[config.mk]
export PLATFORM = sky130hd
export DESIGN_NAME = pit_channel
export DESIGN_NICKNAME = d
export VERILOG_FILES = /design/src/rtl/pit_pkg.sv /design/src/rtl/pit_regif.sv /design/src/rtl/pit_core.sv /design/src/rtl/pit_channel.sv
export SDC_FILE = /design/constraint.sdc
export NUM_CORES = 1
export LEC_CHECK = 0
export CAP_MARGIN = 20
export CORE_UTILIZATION = 40
export DETAILED_ROUTE_END_ITERATION = 6
export DONT_BUFFER_PORTS = 1
export GPL_ROUTABILITY_DRIVEN = 0
export PLACE_DENSITY_LB_ADDON = 0.08
export SYNTH_ARGS = -nofsm -noshare
export SYNTH_HDL_FRONTEND = slang
export SYNTH_SLANG_ARGS = --single-unit
[constraint.sdc]
create_clock -name clk -period 5.2 [get_ports clk]
set_input_delay 0.26 -clock clk [delete_from_list [all_inputs] [get_ports clk]]
set_output_delay 0.26 -clock clk [all_outputs]
set_load 0.02 [all_outputs]
[src/rtl/pit_pkg.sv]
package pit_pkg;
  localparam int CNT_W  = 16;
  localparam int BYTE_W = 8;
  localparam int DIGITS = CNT_W / 4;
  localparam logic [CNT_W-1:0] CNT_ONE = {{(CNT_W-1){1'b0}}, 1'b1};

  typedef enum logic [1:0] {
    ACC_SNAP = 2'b00,
    ACC_LO   = 2'b01,
    ACC_HI   = 2'b10,
    ACC_LOHI = 2'b11
  } acc_e;

  typedef enum logic [2:0] {
    M_TCINT   = 3'd0,
    M_ONESHOT = 3'd1,
    M_RATE    = 3'd2,
    M_SQUARE  = 3'd3,
    M_SWSTB   = 3'd4,
    M_HWSTB   = 3'd5
  } mode_e;

  // codes 6 and 7 fold onto the rate and square modes
  function automatic mode_e decode_mode(input logic [2:0] f);
    return f[1] ? mode_e'({1'b0, f[1:0]}) : mode_e'(f);
  endfunction

  function automatic logic [CNT_W-1:0] cnt_dec(input logic [CNT_W-1:0] v, input logic dec);
    logic [CNT_W-1:0] r;
    logic brw;
    if (!dec) return v - CNT_ONE;
    r   = v;
    brw = 1'b1;
    for (int i = 0; i < DIGITS; i++) begin
      if (brw) begin
        if (v[i*4 +: 4] == 4'd0) r[i*4 +: 4] = 4'd9;
        else begin
          r[i*4 +: 4] = v[i*4 +: 4] - 4'd1;
          brw = 1'b0;
        end
      end
    end
    return r;
  endfunction

  function automatic logic digits_ok(input logic [CNT_W-1:0] v);
    logic ok;
    ok = 1'b1;
    for (int i = 0; i < DIGITS; i++)
      if (v[i*4 +: 4] > 4'd9) ok = 1'b0;
    return ok;
  endfunction
endpackage

[src/rtl/pit_regif.sv]
module pit_regif
  import pit_pkg::*;
#(
  parameter int CHAN_ID = 0
) (
  input  logic              clk,
  input  logic              rst_n,
  input  logic              wr_en,
  input  logic              rd_en,
  input  logic [1:0]        addr,
  input  logic [BYTE_W-1:0] wdata,
  output logic [BYTE_W-1:0] rdata,
  input  logic [CNT_W-1:0]  live_cnt,
  output mode_e             mode,
  output logic              bcd,
  output logic              cw_wr,
  output mode_e             cw_mode,
  output logic              cnt_wr,
  output logic [CNT_W-1:0]  cnt_val
);
  localparam logic [1:0] ID = 2'(CHAN_ID);

  acc_e              acc;
  logic              wr_hi, rd_hi, latched;
  logic [CNT_W-1:0]  hold;
  logic [BYTE_W-1:0] lo_byte;

  logic sel_cw, snap_cmd, data_wr, data_rd, rd_hi_sel, rd_last;
  logic [CNT_W-1:0] rd_src;

  assign sel_cw   = wr_en && (addr == 2'b11) && (wdata[7:6] == ID);
  assign snap_cmd = sel_cw && (acc_e'(wdata[5:4]) == ACC_SNAP);
  assign cw_wr    = sel_cw && !snap_cmd;
  assign cw_mode  = decode_mode(wdata[3:1]);
  assign data_wr  = wr_en && (addr == ID);
  assign data_rd  = rd_en && (addr == ID);

  always_comb begin
    cnt_wr  = 1'b0;
    cnt_val = '0;
    case (acc)
      ACC_LO:   begin cnt_wr = data_wr;          cnt_val = {{BYTE_W{1'b0}}, wdata}; end
      ACC_HI:   begin cnt_wr = data_wr;          cnt_val = {wdata, {BYTE_W{1'b0}}}; end
      ACC_LOHI: begin cnt_wr = data_wr && wr_hi; cnt_val = {wdata, lo_byte};        end
      default:  ;
    endcase
  end

  assign rd_src    = latched ? hold : live_cnt;
  assign rd_hi_sel = (acc == ACC_HI) || ((acc == ACC_LOHI) && rd_hi);
  assign rd_last   = (acc != ACC_LOHI) || rd_hi;
  assign rdata     = data_rd ? (rd_hi_sel ? rd_src[CNT_W-1:BYTE_W] : rd_src[BYTE_W-1:0])
                             : '0;

  always_ff @(posedge clk) begin
    if (!rst_n) begin
      acc     <= ACC_LOHI;
      mode    <= M_TCINT;
      bcd     <= 1'b0;
      wr_hi   <= 1'b0;
      rd_hi   <= 1'b0;
      latched <= 1'b0;
      hold    <= '0;
      lo_byte <= '0;
    end else if (cw_wr) begin
      acc     <= acc_e'(wdata[5:4]);
      mode    <= cw_mode;
      bcd     <= wdata[0];
      wr_hi   <= 1'b0;
      rd_hi   <= 1'b0;
      latched <= 1'b0;
    end else begin
      if (snap_cmd && !latched) begin
        hold    <= live_cnt;
        latched <= 1'b1;
      end
      if (data_wr && acc == ACC_LOHI) begin
        if (!wr_hi) lo_byte <= wdata;
        wr_hi <= ~wr_hi;
      end
      if (data_rd) begin
        if (acc == ACC_LOHI) rd_hi <= ~rd_hi;
        if (rd_last) latched <= 1'b0;
      end
    end
  end


  hold_stable_chk: assert property (@(posedge clk) disable iff (!rst_n)
    latched |=> (!latched || $stable(hold)));
endmodule

[src/rtl/pit_core.sv]
module pit_core
  import pit_pkg::*;
(
  input  logic             clk,
  input  logic             rst_n,
  input  logic             cnt_en,
  input  logic             gate,
  input  mode_e            mode,
  input  logic             bcd,
  input  logic             cw_wr,
  input  mode_e            cw_mode,
  input  logic             cnt_wr,
  input  logic [CNT_W-1:0] cnt_val,
  output logic [CNT_W-1:0] cnt,
  output logic             out
);
  logic [CNT_W-1:0] init_q, cnt_q, dec1, dec2, even_init;
  logic out_q, gate_q, running, have, load_pend, trig_pend, armed, extra;
  logic rise, trg;

  assign rise      = gate && !gate_q;
  assign trg       = (trig_pend || rise) && have;
  assign dec1      = cnt_dec(cnt_q, bcd);
  assign dec2      = cnt_dec(dec1, bcd);
  assign even_init = {init_q[CNT_W-1:1], 1'b0};
  assign cnt       = cnt_q;
  assign out       = out_q;

  always_ff @(posedge clk) begin
    if (!rst_n) begin
      init_q <= '0; cnt_q <= '0; out_q <= 1'b0; gate_q <= 1'b0;
      running <= 1'b0; have <= 1'b0; load_pend <= 1'b0;
      trig_pend <= 1'b0; armed <= 1'b0; extra <= 1'b0;
    end else begin
      gate_q <= gate;
      if (cw_wr) begin
        out_q     <= (cw_mode != M_TCINT);
        running   <= 1'b0;
        have      <= 1'b0;
        load_pend <= 1'b0;
        trig_pend <= 1'b0;
        armed     <= 1'b0;
        extra     <= 1'b0;
      end else begin
        if (rise && have && (mode inside {M_ONESHOT, M_RATE, M_SQUARE, M_HWSTB}))
          trig_pend <= 1'b1;
        if (cnt_en) begin
          case (mode)
            M_TCINT, M_SWSTB: begin
              if (mode == M_SWSTB && !out_q) out_q <= 1'b1;
              if (load_pend) begin
                cnt_q <= init_q; load_pend <= 1'b0; running <= 1'b1; armed <= 1'b1;
              end else if (running && gate) begin
                cnt_q <= dec1;
                if (dec1 == '0 && armed) begin
                  armed <= 1'b0;
                  out_q <= (mode == M_TCINT);
                end
              end
            end
            M_ONESHOT, M_HWSTB: begin
              if (trg) begin
                cnt_q <= init_q; running <= 1'b1; armed <= 1'b1; trig_pend <= 1'b0;
                out_q <= (mode == M_HWSTB);
              end else begin
                if (mode == M_HWSTB && !out_q) out_q <= 1'b1;
                if (running) begin
                  cnt_q <= dec1;
                  if (dec1 == '0 && armed) begin
                    armed <= 1'b0;
                    out_q <= (mode == M_ONESHOT);
                  end
                end
              end
            end
            default: begin
              if (!gate) out_q <= 1'b1;
              else if (load_pend || trg) begin
                cnt_q <= (mode == M_RATE) ? init_q : even_init;
                out_q <= 1'b1; running <= 1'b1;
                load_pend <= 1'b0; trig_pend <= 1'b0; extra <= 1'b0;
              end else if (running) begin
                if (mode == M_RATE) begin
                  if (!out_q) begin
                    cnt_q <= init_q; out_q <= 1'b1;
                  end else begin
                    cnt_q <= dec1;
                    if (dec1 == CNT_ONE) out_q <= 1'b0;
                  end
                end else if (extra) begin
                  extra <= 1'b0; out_q <= 1'b0; cnt_q <= even_init;
                end else if (dec2 == '0) begin
                  if (out_q && init_q[0]) begin
                    extra <= 1'b1; cnt_q <= '0;
                  end else begin
                    out_q <= ~out_q; cnt_q <= even_init;
                  end
                end else cnt_q <= dec2;
              end
            end
          endcase
        end
        if (cnt_wr) begin
          init_q <= cnt_val;
          have   <= 1'b1;
          if (mode == M_TCINT) out_q <= 1'b0;
          if ((mode inside {M_TCINT, M_SWSTB}) ||
              ((mode inside {M_RATE, M_SQUARE}) && !running))
            load_pend <= 1'b1;
        end
      end
    end
  end


  strobe_one_tick_chk: assert property (@(posedge clk) disable iff (!rst_n)
    ((mode inside {M_RATE, M_SWSTB, M_HWSTB}) && !out_q && cnt_en && !cw_wr) |=> out_q);


  tc_level_hold_chk: assert property (@(posedge clk) disable iff (!rst_n)
    (mode == M_TCINT && out_q && !cw_wr && !cnt_wr) |=> out_q);


  bcd_digit_chk: assert property (@(posedge clk) disable iff (!rst_n)
    (bcd && running && digits_ok(init_q)) |-> digits_ok(cnt_q));
endmodule

[src/rtl/pit_channel.sv]
module pit_channel
  import pit_pkg::*;
#(
  parameter int CHAN_ID = 0
) (
  input  logic        clk,
  input  logic        rst_n,
  input  logic        wr_en,
  input  logic        rd_en,
  input  logic [1:0]  addr,
  input  logic [7:0]  wdata,
  output logic [7:0]  rdata,
  input  logic        cnt_en,
  input  logic        gate,
  output logic        out
);
  mode_e            mode, cw_mode;
  logic             bcd, cw_wr, cnt_wr;
  logic [CNT_W-1:0] cnt_val, live_cnt;

  pit_regif #(.CHAN_ID(CHAN_ID)) u_regif (
    .clk(clk), .rst_n(rst_n), .wr_en(wr_en), .rd_en(rd_en), .addr(addr),
    .wdata(wdata), .rdata(rdata), .live_cnt(live_cnt), .mode(mode), .bcd(bcd),
    .cw_wr(cw_wr), .cw_mode(cw_mode), .cnt_wr(cnt_wr), .cnt_val(cnt_val)
  );

  pit_core u_core (
    .clk(clk), .rst_n(rst_n), .cnt_en(cnt_en), .gate(gate), .mode(mode), .bcd(bcd),
    .cw_wr(cw_wr), .cw_mode(cw_mode), .cnt_wr(cnt_wr), .cnt_val(cnt_val),
    .cnt(live_cnt), .out(out)
  );
endmodule

==> impl_results.md <==
* Synth area leaders: dfxtp_1 26%, nand2_1 6.4%, a21oi_1 5.8%
* Compound-Gate Fraction of Synth Area at between 20% and 30%
* Post-synthesis adder-cell area fraction at under 10%
* Initial antenna violation count at 0
* Detail Route Antenna Nets at 0
* Ratio of cells with drive above 1 in the final layout at between 8 and 9%
* CP max stage delay at 0.68 ns
* Clock skew at 0.0124 ns
* Sequential fraction of the synthesis area at a little over a quarter
* Endpoint class of the critical path: flip-flop
* DRC Markers at 0
* VDD IR max at between 0.0002 and 0.00025 V
* Crit-path slowest cell: or4b_2
* Final setup fails at 0
* Leakage power at between 2 and 2.5 nW
* CTS Buffer Depth at 2
* P per Cell Area at between 200 and 250 nW/µm²
* Syn Std Cell Area at ~5600 µm²
* Final routed wire length divided by cell count at around 23 µm
* Die height at 120 µm
* Pin count of the biggest net entering global routing at 53
* NumNets Final at between 700 and 800
* Clock sinks at 73
* Violation count after the first detailed-route iteration at around 650
* Synth area leader: dfxtp_1
* Area delta synth->final at 7.84%
* Slew @ Worst Pin at 1.03 ns
* Critical path fanouts, max at 12
* Worst-Skew Late Latency at 0.34 ns
* Vias in the first global route at about 5.7k
* Synth Area in XOR/XNOR at 2.65%
* Post-CTS Setup Inserts at 0
* Critical Path, Cell by Cell: inv_1 -> ha_1 -> mux2i_1 -> buf_4 -> or4b_2 -> xor2_1 -> nand3_1 -> a2111oi_2 -> xnor2_1 -> o211ai_1 -> nor4_4 -> o2111ai_1 -> o211ai_1
* Max Fclk at ~220 MHz
* Status: completed
* DR vias at ~6.0k
* Detailed placer's ending HPWL at ~15 mm
* Tmin final at about 4.6 ns
* Largest family of logic cells by synthesized area: compound AO/OA/AOI/OAI gates
* Setup TNS at 0 ns
* Number of CTS-inserted buffers at 9
* CTS tree: yes
* CP top delay family: simple AND/OR/NAND/NOR gates
* CP bufs+invs at 2
* Total GRT Usage at approximately 29%
* Standard-cell rows at between 40 and 50
* Ys Warns at 0
* Share of the synthesized area in the top cell type at 26.0%
* Share of the clock period used by the worst path at 88.9%
* Mux cell area share after synthesis at between 6 and 7%
* Initial Utilization at between 40% and 50%
* Critical Path AT at a little under 5 ns
* Core ar. at ~13000 µm²
* Max H-tree Level at 3
* Root buf cell: clkbuf_16
* Die width at roughly 120 µm
* Slew Limit Headroom at approximately 30%
* Max_cap viols at 0
* Final Hold Fails at 0
* CP Launch Type: flip-flop
* Yosys reg bits at 73
* Mapped Cells at approximately 750
* Synth Net Count at approximately 800
* Top FF cell, synth: dfxtp_1
* TritonRoute pass-1 iters at 5
* # port buffers at 0
* Most used cell, CP: o211ai_1
* Post-synth cell types at 77
* Die area at 14500 µm²
* Most common cell in the netlist: nand2_1
* Worst Path Required at between 5 and 6 ns
* Max Slew Vio Count at 0
* Type of the worst min-delay path: in -> reg
* GR Overflow Total at 0
* Post-synth EDFFs at 0
* Global-route wire length before repair at around 33 mm
* Unrepaired setup endpoints after global routing: no
* Diode count at 0
* Synth cell count leaders: 95 x nand2_1, 76 x nor2_1, 73 x dfxtp_1
* Detailed Route WL at roughly 20 mm
* Fraction of registers with async set/reset at 0%
* Avg Inst Size Synth at ~7.4 µm²
* Simple-gate area share of the yosys netlist at about 28%
* Worst-path clk slew at 0.06 ns
* I/O pin count at 25
* CP Class: reg -> reg
* Via-per-instance ratio at approximately 6.6
* Post-layout util at approximately 45%
[logic make-up after synthesis]
kind of cell,count (synthesis)
AO/OA/AOI/OAI,229
XOR/XNOR,17
adder cells (fa/ha/maj),8
buffers and inverters,78
flip-flops,73
multiplexers,28
AND/OR/NAND/NOR,321
[layer usage]
metal  share of wire (%)  up-vias  track usage, %
li1                    -     2770               -
met1                  42     2839            38.7
met2                  45      353            45.5
met3                  10       44            7.08
met4                 3.3        0            12.1
met5                   0        -               0
[layout by cell type, fill, tap and decap left out, types with 5 or more instances in the layout]
cell type	count
nand2_1	95
nor2_1	76
dfxtp_1	73
a21oi_1	65
nor3_1	33
nand3_1	29
o21ai_0	28
buf_4	24
mux2i_1	20
inv_1	16
a221oi_1	16
nor2b_1	15
o211ai_1	15
nor4_1	13
a211oi_1	12
o22ai_1	11
xnor2_1	10
nand2b_1	9
or3_1	9
clkbuf_16	9
mux4_2	8
nand4_1	8
ha_1	8
xor2_1	7
o221ai_1	7
a2111oi_0	7
a31oi_1	7
and2_1	6
o31ai_1	6
or4_1	6
o31a_1	6
a21o_1	6
o2111ai_1	5
[worst paths after layout]
check | start | cells past startpoint | endpoint | slack, ns
setup / recovery | u_core.cnt[1] | 13 | u_core.cnt[11] | 0.58
hold / removal | wdata[5] | 2 | u_regif.acc[1] | 0.07
setup reg to reg | u_core.cnt[1] | 13 | u_core.cnt[11] | 0.58
hold reg to reg | u_regif.hold[7] | 2 | u_regif.hold[7] | 0.46
[stage by stage]
stage	hold slack [ns]	setup WS (ns)	cell area, µm²	std cells	total power, mW
finish	0.0725	0.576	6060	910	1.38
CTS	0.0667	0.690	6060	910	1.38
global placement	0.345	0.828	5770	893	0.791
detailed placement	0.349	0.718	5770	893	0.793
global route	0.0747	0.322	6060	910	1.43
floorplan	0.402	1.09	5620	754	0.736
[worst register-to-register path, cell delays in order (launching register included)]
cell and delay [ns]:
dfxtp_1 0.37, inv_1 0.16, ha_1 0.46, mux2i_1 0.13, buf_4 0.19, or4b_2 0.69
xor2_1 0.32, nand3_1 0.23, a2111oi_2 0.53, xnor2_1 0.23, o211ai_1 0.21, nor4_4 0.66
o2111ai_1 0.22, o211ai_1 0.14
[flip-flops by register name (all words and copies together) (netlist names), 2 cells and up]
register         flops
u_regif.acc          2
u_regif.mode         3
u_regif.lo_byte      8
u_core.init_q       16
u_core.cnt          16
u_regif.hold        16
[layout make-up]
type / count / area, µm²
Clock buffer: 10 / 239
Clock inverter: 6 / 40.0
Fill cell: 1442 / 7400
Inverter: 17 / 63.8
Multi-Input combinational cell: 603 / 3840
Sequential cell: 73 / 1460
Tap cell: 176 / 220
Timing Repair Buffer: 25 / 190
[timing repair]
action                     in CTS  in global routing
hold buffers                    1                  0
hold endpoints to repair        2                  0
setup endpoints to repair       0                  0
resized for setup               0                  0
[report_power, final]
part / switching, mW / internal (mW) / total [mW] / leakage [nW]
combinational: 0.133 / 0.0740 / 0.207 / 1.30
clock: 0.260 / 0.337 / 0.597 / 0.139
sequential: 0.0135 / 0.567 / 0.581 / 0.589
Power figures use the tool's default switching activity.
